==> config.mk <==
export PLATFORM = sky130hd
export DESIGN_NAME = wdg_guard
export DESIGN_NICKNAME = d
export VERILOG_FILES = /design/src/rtl/wdg_guard.sv
export SDC_FILE = /design/constraint.sdc
export NUM_CORES = 1
export LEC_CHECK = 0
export CORE_UTILIZATION = 25
export DETAILED_ROUTE_END_ITERATION = 8
export SYNTH_ARGS = -nofsm -noshare
export SYNTH_HDL_FRONTEND = slang
export SYNTH_SLANG_ARGS = --single-unit
==> constraint.sdc <==
create_clock -name clk -period 3.55 [get_ports clk]
set_input_delay 0.355 -clock clk [delete_from_list [all_inputs] [get_ports clk]]
set_output_delay 0.355 -clock clk [all_outputs]
set_load 0.02 [all_outputs]
==> src/rtl/wdg_guard.sv <==
module wdg_guard #(
  parameter int TIMEOUT    = 16000,
  parameter int WAKE_SHORT = 256,
  parameter int WAKE_LONG  = 512
) (
  input  logic       clk,
  input  logic       rst_n,
  input  logic       reg_wr,
  input  logic [2:0] reg_wdata,
  input  logic       reg_rd,
  output logic [2:0] reg_rdata,
  input  logic       halt_req,
  input  logic       wake_irq,
  input  logic       always_on,
  input  logic       halt_resets,
  input  logic       long_wake,
  output logic       sys_rst
);
  localparam int CW = $clog2(TIMEOUT);
  localparam int WW = $clog2(WAKE_LONG + 1);

  logic          arm, kick, flag, en_q, halted;
  logic [CW-1:0] cnt;
  logic [WW-1:0] wake_cnt;

  wire en_eff    = always_on | arm;
  wire wr_kick   = reg_wr & reg_wdata[1];
  wire force_req = reg_wr & reg_wdata[2] & en_eff;
  wire stale     = en_eff & ~en_q & flag;
  wire halt_hit  = halt_req & en_eff & ~halted;
  wire halt_trip = halt_hit & halt_resets;
  wire running   = en_eff & ~halted & (wake_cnt == '0) & ~halt_hit;
  wire expire    = running & (cnt == CW'(TIMEOUT - 1));
  wire trip      = force_req | stale | halt_trip | expire;

  assign reg_rdata = {flag, kick, arm};

  always_ff @(posedge clk or negedge rst_n) begin
    if (!rst_n) begin
      sys_rst  <= 1'b0;
      kick     <= 1'b0;
      flag     <= 1'b0;
      arm      <= 1'b0;
      en_q     <= 1'b0;
      halted   <= 1'b0;
      cnt      <= '0;
      wake_cnt <= '0;
    end else begin
      sys_rst <= trip;
      kick    <= wr_kick & ~trip;
      if (trip) begin
        flag     <= 1'b1;
        arm      <= 1'b0;
        en_q     <= always_on;
        halted   <= 1'b0;
        cnt      <= '0;
        wake_cnt <= '0;
      end else begin
        en_q <= en_eff;
        if (reg_rd) flag <= 1'b0;
        if (reg_wr) arm <= reg_wdata[0];

        if (!en_eff) begin
          halted   <= 1'b0;
          wake_cnt <= '0;
        end else if (halt_hit) begin
          halted <= 1'b1;
        end else if (halted && wake_irq) begin
          halted   <= 1'b0;
          wake_cnt <= long_wake ? WW'(WAKE_LONG) : WW'(WAKE_SHORT);
        end else if (wake_cnt != '0) begin
          wake_cnt <= wake_cnt - 1'b1;
        end

        if (wr_kick || !en_eff) cnt <= '0;
        else if (running)       cnt <= cnt + 1'b1;
      end
    end
  end
endmodule

==> After elaboration in Yosys (flattened, before gate mapping) <==
Index checks and enable logic that the tools add are counted.
{ "op_classes": {"addsub": 2, "n_eq_ne": 4, "muxes": 18, "n_bitwise": 21, "reduce_logical": 9} }
{ "op_table": {"columns": ["op", "count"], "rows": [
  ["10-bit two-way mux", 6],
  ["14-bit two-way mux", 3],
  ["14-bit by 1-bit adder with 14-bit output (second input constant)", 1],
  ["14-bit equality test (second input constant)", 1],
  ["1-bit bitwise AND", 13],
  ["10-bit zero test", 1],
  ["10-bit nonzero test", 1],
  ["10-bit by 1-bit subtractor with 10-bit output (second input constant)", 1],
  ["1-bit two-way mux", 9],
  ["4-bit by 1-bit != test with 1-bit output (second input constant)", 2],
  ["1-bit NOT", 4],
  ["1-bit bitwise OR", 4],
  ["2-bit nonzero test", 2],
  ["3-bit by 2-bit != test with 1-bit output (second input constant)", 1],
  ["3-bit nonzero test", 1],
  ["2-bit AND reduction", 1],
  ["1-bit logical AND", 1],
  ["1-bit zero test", 1],
  ["1-bit logical OR", 1]
]} }
{ "totals": {"register_bits": 30, "out_inout_bits": 4, "wordCells": 62} }

==> Longest topological paths before layout <==
Gate-level depths: netlist (run 1).
{ "logic_depth": {"ltp_word": 9, "ltp_mapped": 9} }

==> Least setup slack after synthesis (run 1) <==
No wires, ideal clock.
{ "synth_path": {"path_kind": "register to register", "startpoint": "reg wake_cnt[0]", "endpoint": "reg wake_cnt[3]", "setup_time_ps": 125, "arrival_time_ps": 2252, "required_ps": 3425, "slack_ps": 1172, "path_stages_with_launch": 10, "path_cell_list": "dfrtp_1 inv_1 ha_1 or3b_2 or4b_4 o31a_1 buf_6 buf_6 nand4_1 nand3_1"} }
{ "synth_via": {"elab_chain_len": 7, "elab_cells_between_ends": 15, "classes_between": "1 x add/sub; 2 x eq/ne; 5 x mux; 4 x bitwise; 3 x reduce/logical"} }
{ "synth_rtl": {"columns": ["element", "line", "source"], "rows": [
  ["from (decl)", "24", "logic [WW-1:0] wake_cnt;"],
  ["from (signal assigned)", "70", "wake_cnt <= long_wake ? WW'(WAKE_LONG) : WW'(WAKE_SHORT);"],
  ["from (signal assigned)", "72", "wake_cnt <= wake_cnt - 1'b1;"],
  ["branches (longest 7 deep; another with 10-bit by 1-bit subtractor with 10-bit output)", null, null]
]} }
Parallel ways; which one is timed is not known. The select of a mux whose other input is x is not followed.
A chain may end at the register's enable or synchronous reset.

==> Worst setup path in the final report (run 1) <==
{ "layout_path": {"startpoint": "reg wake_cnt[1]", "endpoint": "reg wake_cnt[5]"} }
The elaborated chain is that of the path after synthesis.

==> results of run 1 <==
-- layout make-up --
cell class / instances / area, sq um / share of cell area (%)
clock buffer: 7 / 86.3 / 4.33
clock inverter: 1 / 5.00 / 0.251
inverter: 6 / 22.5 / 1.13
multi-input combinational: 141 / 868 / 43.5
sequential: 30 / 751 / 37.6
tap: 77 / 96.3 / 4.83
timing repair buffer: 17 / 165 / 8.28
-- power by group through the flow --
| stage | Clock (mW) | Sequential (mW) | Combinational, mW |
|---|---|---|---|
| detailed placement | 0 | 0.461 | 0.687 |
| global route | 0.305 | 0.468 | 0.762 |
| finish | 0.276 | 0.457 | 0.696 |
| global placement | 0 | 0.460 | 0.683 |
| floorplan | 0 | 0.447 | 0.568 |
| CTS | 0.290 | 0.456 | 0.691 |
-- registers in the layout (all words and copies together) (netlist names) --
signal    count
cnt          14
wake_cnt     10
arm           1
en_q          1
flag          1
halted        1
kick          1
sys_rst       1
-- logic make-up after synthesis --
kind of cell             synth area share (%)
AO/OA/AOI/OAI                            10.2
buffers and inverters                    6.10
multiplexers                            0.581
XOR/XNOR                                 6.10
AND/OR/NAND/NOR                          31.3
adder cells (fa/ha/maj)                  2.18
flip-flops                               43.5
-- stage by stage --
stage / cell area, sq um / hold slack (ns) / cells
finish: 1990 / 0.466 / 279
global route: 1990 / 0.494 / 279
CTS: 1990 / 0.476 / 279
detailed placement: 1900 / 0.493 / 271
global placement: 1900 / 0.490 / 271
floorplan: 1720 / 0.0594 / 188
-- path summary, 6_finish.rpt --
check                                           to                    start
hold / removal             wake_cnt[1]$_DFFE_PN0P_                    rst_n
hold reg to reg                   flag$_DFFE_PN0P_         flag$_DFFE_PN0P_
min in group clk                  flag$_DFFE_PN0P_         flag$_DFFE_PN0P_
setup / recovery           wake_cnt[5]$_DFFE_PN0P_  wake_cnt[1]$_DFFE_PN0P_
setup reg to reg           wake_cnt[5]$_DFFE_PN0P_  wake_cnt[1]$_DFFE_PN0P_
max in group asynchronous      cnt[11]$_DFFE_PN0P_                    rst_n
-- cells in the final DEF (no fill, tap or decap), drive strengths merged, types with 2 or more instances in the layout --
master         synthesis  final
o31ai                  4      4
a21oi                  5      5
nor2                  24     24
or3                    3      3
nor4                   5      5
o21bai                 2      2
nand2                 12     12
and2                   2      2
buf                   10      2
nand3                 14     14
xor2                   2      2
nand4                  6      6
o21ai                  4      4
ha                     3      3
dfrtp                 30     30
clkdlybuf4s50          0     15
inv                    6      6
nand2b                 3      3
or4                    3      3
xnor2                 10     10
nor4b                  5      5
clkbuf                 1      7
nor3                  10     10
or2                    2      2
o211ai                 4      4
nor2b                  4      4
-- metal layers --
| metal | track usage (%) | wire length (microns) | vias up |
|---|---|---|---|
| li1 | - | - | 692 |
| met1 | 12.8 | 1730 | 639 |
| met2 | 15.6 | 1520 | 30 |
| met3 | 2.82 | 155 | 2 |
| met4 | 6.01 | 38 | 0 |
| met5 | 0 | 0 | - |
==> flow_metrics.tcl, run 1 <==
set metrics [dict create \
    outcome "finished clean" \
    clk_path_buf_depth 2 \
    maxSlewHeadroom_pct 51.2 \
    p_comb_share_pct 48.7 \
    syn-cell-area_sq_um 1720 \
    hpwl_microns 2530 \
    clk_latency_ns 0.28 \
    crit_slowest_cell "or4b_4" \
    synth_edf_count 0 \
    layout_min_cycle_time_ns 2.76 \
    grt_overflow 0 \
    drt_wl_total_microns 3440 \
    cpPeakStageDelay_ns 0.60 \
    synthMostInstantiatedCell "dfrtp_1" \
    place_ws_ns 0.829 \
    place_congestion 0.802 \
    critPathTopFamily "simple AND/OR/NAND/NOR gates" \
    ys_seq_area_share_pct 43.5 \
    r2r_slack_ns 0.79 \
    fin_crit_sh_pct 77.8 \
    vias 1363 \
    post_cts_buffers 0 \
    numCtsBuffers 5 \
    drtIter0Drc 58 \
    grt_max_degree 31 \
    rows 29 \
    cts.hold.buffers_added 0 \
    grt_pass1_vias 1243 \
    cts_tree "built" \
    fin_tns_setup_ns 0 \
    ios 16 \
    avgSynthCellArea_sq_um 9.17 \
    setup_viol_count_final 0 \
    crit_path_start_kind "register" \
    grt_first_pass_wirelength_microns 5690 \
    die_area_sq_um 7230 \
    diodes 0 \
    tightest_slew_ns 0.726 \
    first_pass_iters 4 \
    io_buffers 15 \
    p_int_mw 0.822 \
    total_power_mw 1.43 \
    peakVddDrop_mv 0.233 \
    synthArstFlopShare_pct 100 \
    initial_core_util_pct 26.5 \
    nets 216 \
    slew_viol_final 0 \
    path_class "reg -> reg" \
    rsz0062_at_grt "false" \
    crit_arrival_ns 2.91 \
    fillCellCount 662 \
    synth-seq-cells 30 \
    fin_util_pct 30.7 \
    htreeDepth 2 \
    root_buffer "clkbuf_8" \
    dieHeight_microns 85.0 \
    synth_top_area_cell "dfrtp_1" \
    hold_violations 0 \
    worstSetupPathDepth 7 \
    wl_per_cell_microns 12.3 \
    synthCells 188 \
    power.density_nw_per_um2 717 \
    cp_cell_sequence "inv_1 -> ha_1 -> or3b_2 -> or4b_4 -> o31a_1 -> nand2_1 -> o211ai_1" \
    layout-drive-gt1-share_pct 6.44 \
    power.leakage_nw 0.788 \
    syn2layout_area_growth_pct 15.7 \
    hp-class "in -> async" \
    drc 0 \
    synth_cell_types 43 \
    power_switching_mw 0.608 \
    coreArea_sq_um 6490 \
    die_width_microns 85.0 \
    required_ns 3.70 \
    viasPerCell 4.89 \
    critPathMaxFanout 18 \
    pwr-share-seq_pct 32.0 \
    synth_area_leaders "dfrtp_1, nor2_1, xnor2_1" \
    fmax_ghz 0.362 \
    antenna_found_initial 0 \
    swShare_pct 42.5 \
    clock-sinks 30 \
    grtUsageTotal_pct 10.2 \
    clkPwrFrac_pct 19.3 \
    cts_resized 0 \
    end_kind "register" \
    detail-route-antenna-nets 0 \
    synth_top_area_share_pct 43.5 \
    synth_warnings 0 \
    clk_pin_slew_ns 0.06 \
    fin_ws_ns 0.789 \
    syn_nets 203 \
    drv_cap 0 \
    skew_ns 0.00488 \
    path_buf_inv 1 \
    reg2regPathDepth 7 \
    yosys-top-cells-count "dfrtp_1, nor2_1, nand3_1" \
    synth_ff_type "dfrtp_1" \
]
No activity file was read; power rests on OpenSTA's default activity.
==> inputs of run 2 (changes only) <==
clock period = 2.71 ns   (was 3.55 ns; I/O delays follow)
==> run 2 against run 1 <==
  * Die area unchanged
  * Routed wire length is 4.2% higher
  * Power grew 36%
  * Worst setup slack lost 0.62 ns
  * Final area rose by 1.8%
  * Core utilization is 0.54 points higher
  * Critical path depth unchanged
  * Largest cell class unchanged
==> flow_metrics.tcl, run 2 (same netlist as run 1, synthesis figures left out) <==
set metrics [dict create \
    hold_violations 0 \
    reg2regPathDepth 7 \
    syn2layout_area_growth_pct 17.7 \
    clk_path_buf_depth 2 \
    nets 220 \
    drtIter0Drc 99 \
    hpwl_microns 2590 \
    largest_register "cnt" \
    fin_ws_ns 0.172 \
    die_width_microns 85.0 \
    wl_per_cell_microns 12.7 \
    reg2reg_to "wake_cnt[5]$_DFFE_PN0P_" \
    path_class "reg -> reg" \
    first_pass_iters 4 \
    antenna_found_initial 0 \
    grt_overflow 0 \
    reg.largest.list "cnt: 14 flops, wake_cnt: 10 flops" \
    place_ws_ns 0.0817 \
    power.density_nw_per_um2 956 \
    slew_viol_final 0 \
    root_buffer "clkbuf_8" \
    diodes 0 \
    largest_reg_flops 14 \
    hold_ws_ns 0.373 \
    peakVddDrop_mv 0.307 \
    fin_cells 283 \
    drt_wl_total_microns 3590 \
    post_cts_buffers 0 \
    placed_cell_area_sq_um 1930 \
    critPathMaxFanout 18 \
    coreArea_sq_um 6490 \
    ios 16 \
    final_cell_area_sq_um 2030 \
    r2r_slack_ns 0.17 \
    dieHeight_microns 85.0 \
    maxSlewHeadroom_pct 68.8 \
    fin_util_pct 31.2 \
    setup_viol_count_final 0 \
    viasPerCell 5.00 \
    fmax_ghz 0.394 \
    r2r-start "wake_cnt[0]$_DFFE_PN0P_" \
    layout_min_cycle_time_ns 2.54 \
    grtUsageTotal_pct 11.4 \
    end_kind "register" \
    required_ns 2.87 \
    outcome "finished clean" \
    crit_arrival_ns 2.70 \
    drc 0 \
    hp-class "in -> async" \
    clk_latency_ns 0.29 \
    clock-sinks 30 \
    grt_max_degree 31 \
    fin_tns_setup_ns 0 \
    cts_tree "built" \
    drv_cap 0 \
    place_congestion 0.785 \
    total_power_mw 1.94 \
    rows 29 \
    fillCellCount 663 \
    rsz0062_at_grt "false" \
    io_buffers 15 \
    numCtsBuffers 5 \
    crit_path_start_kind "register" \
    power.leakage_nw 0.806 \
    layout-drive-gt1-share_pct 9.22 \
    dp_cells 275 \
    htreeDepth 2 \
    final_cell_mix "dfrtp_1, nor2_1, clkdlybuf4s50_1" \
    tightest_slew_ns 0.467 \
    grt_first_pass_wirelength_microns 6490 \
    fin_crit_sh_pct 93.7 \
    detail-route-antenna-nets 0 \
    initial_core_util_pct 26.5 \
    layout_commonest_cell "dfrtp_1" \
    vias 1414 \
    die_area_sq_um 7230 \
    grt_pass1_vias 1369 \
    skew_ns 0.00643 \
    clk_pin_slew_ns 0.07 \
]
## run 2: cell count changes in the layout (fill, tap and decap cells not counted)
cell	change
buf_4	+4
clkbuf_1	-1
clkinvlp_4	+1
o31a_1	-1
o31a_2	+1
## run 2: power breakdown
part / switching [mW] / internal (mW) / total (mW)
logic: 0.574 / 0.386 / 0.960
clock network: 0.177 / 0.204 / 0.381
registers: 0.0751 / 0.525 / 0.600
total: 0.826 / 1.11 / 1.94
## run 2: critical path, stage by stage, from the launching register on
cell and delay (ns):
dfrtp_1 0.40, inv_1 0.09, ha_1 0.14, or3b_2 0.50
or4b_4 0.50, o31a_2 0.49, nand2_1 0.18, o211ai_1 0.11
## run 2: layout make-up
cell class,count,area (sq um),share of cell area [%]
clock buffer,6,82.6,4.07
clock inverter,2,12.5,0.617
inverter,6,22.5,1.11
multi-input combinational,141,870,42.8
sequential,30,751,37.0
tap,77,96.3,4.75
timing repair buffer,21,195,9.62
## run 2: how the worst max path moves through the flow
stage / to / from / slack (ns) / cells past startpoint
6_report: wake_cnt[5]$_DFFE_PN0P_ / wake_cnt[0]$_DFFE_PN0P_ / 0.17 / 7
5_1_grt: wake_cnt[5]$_DFFE_PN0P_ / wake_cnt[0]$_DFFE_PN0P_ / 0.06 / 7
3_3_place_gp: cnt[5]$_DFFE_PN0P_ / wake_cnt[0]$_DFFE_PN0P_ / 0.14 / 7
3_5_place_dp: cnt[5]$_DFFE_PN0P_ / wake_cnt[0]$_DFFE_PN0P_ / 0.08 / 7
2_1_floorplan: wake_cnt[3]$_DFFE_PN0P_ / wake_cnt[0]$_DFFE_PN0P_ / 0.33 / 9
4_1_cts: wake_cnt[5]$_DFFE_PN0P_ / wake_cnt[0]$_DFFE_PN0P_ / 0.08 / 7
## run 2: repair_timing
item,in CTS,in global routing
endpoints found under the setup margin,0,16
resized for setup,0,1
hold buffers,0,0
## run 2: metal layers
metal / wire, microns / up-vias / global-route usage [%]
li1: - / 711 / -
met1: 1850 / 671 / 15.3
met2: 1530 / 25 / 17.1
met3: 151 / 7 / 3.89
met4: 54 / 0 / 4.16
met5: 0 / - / 0
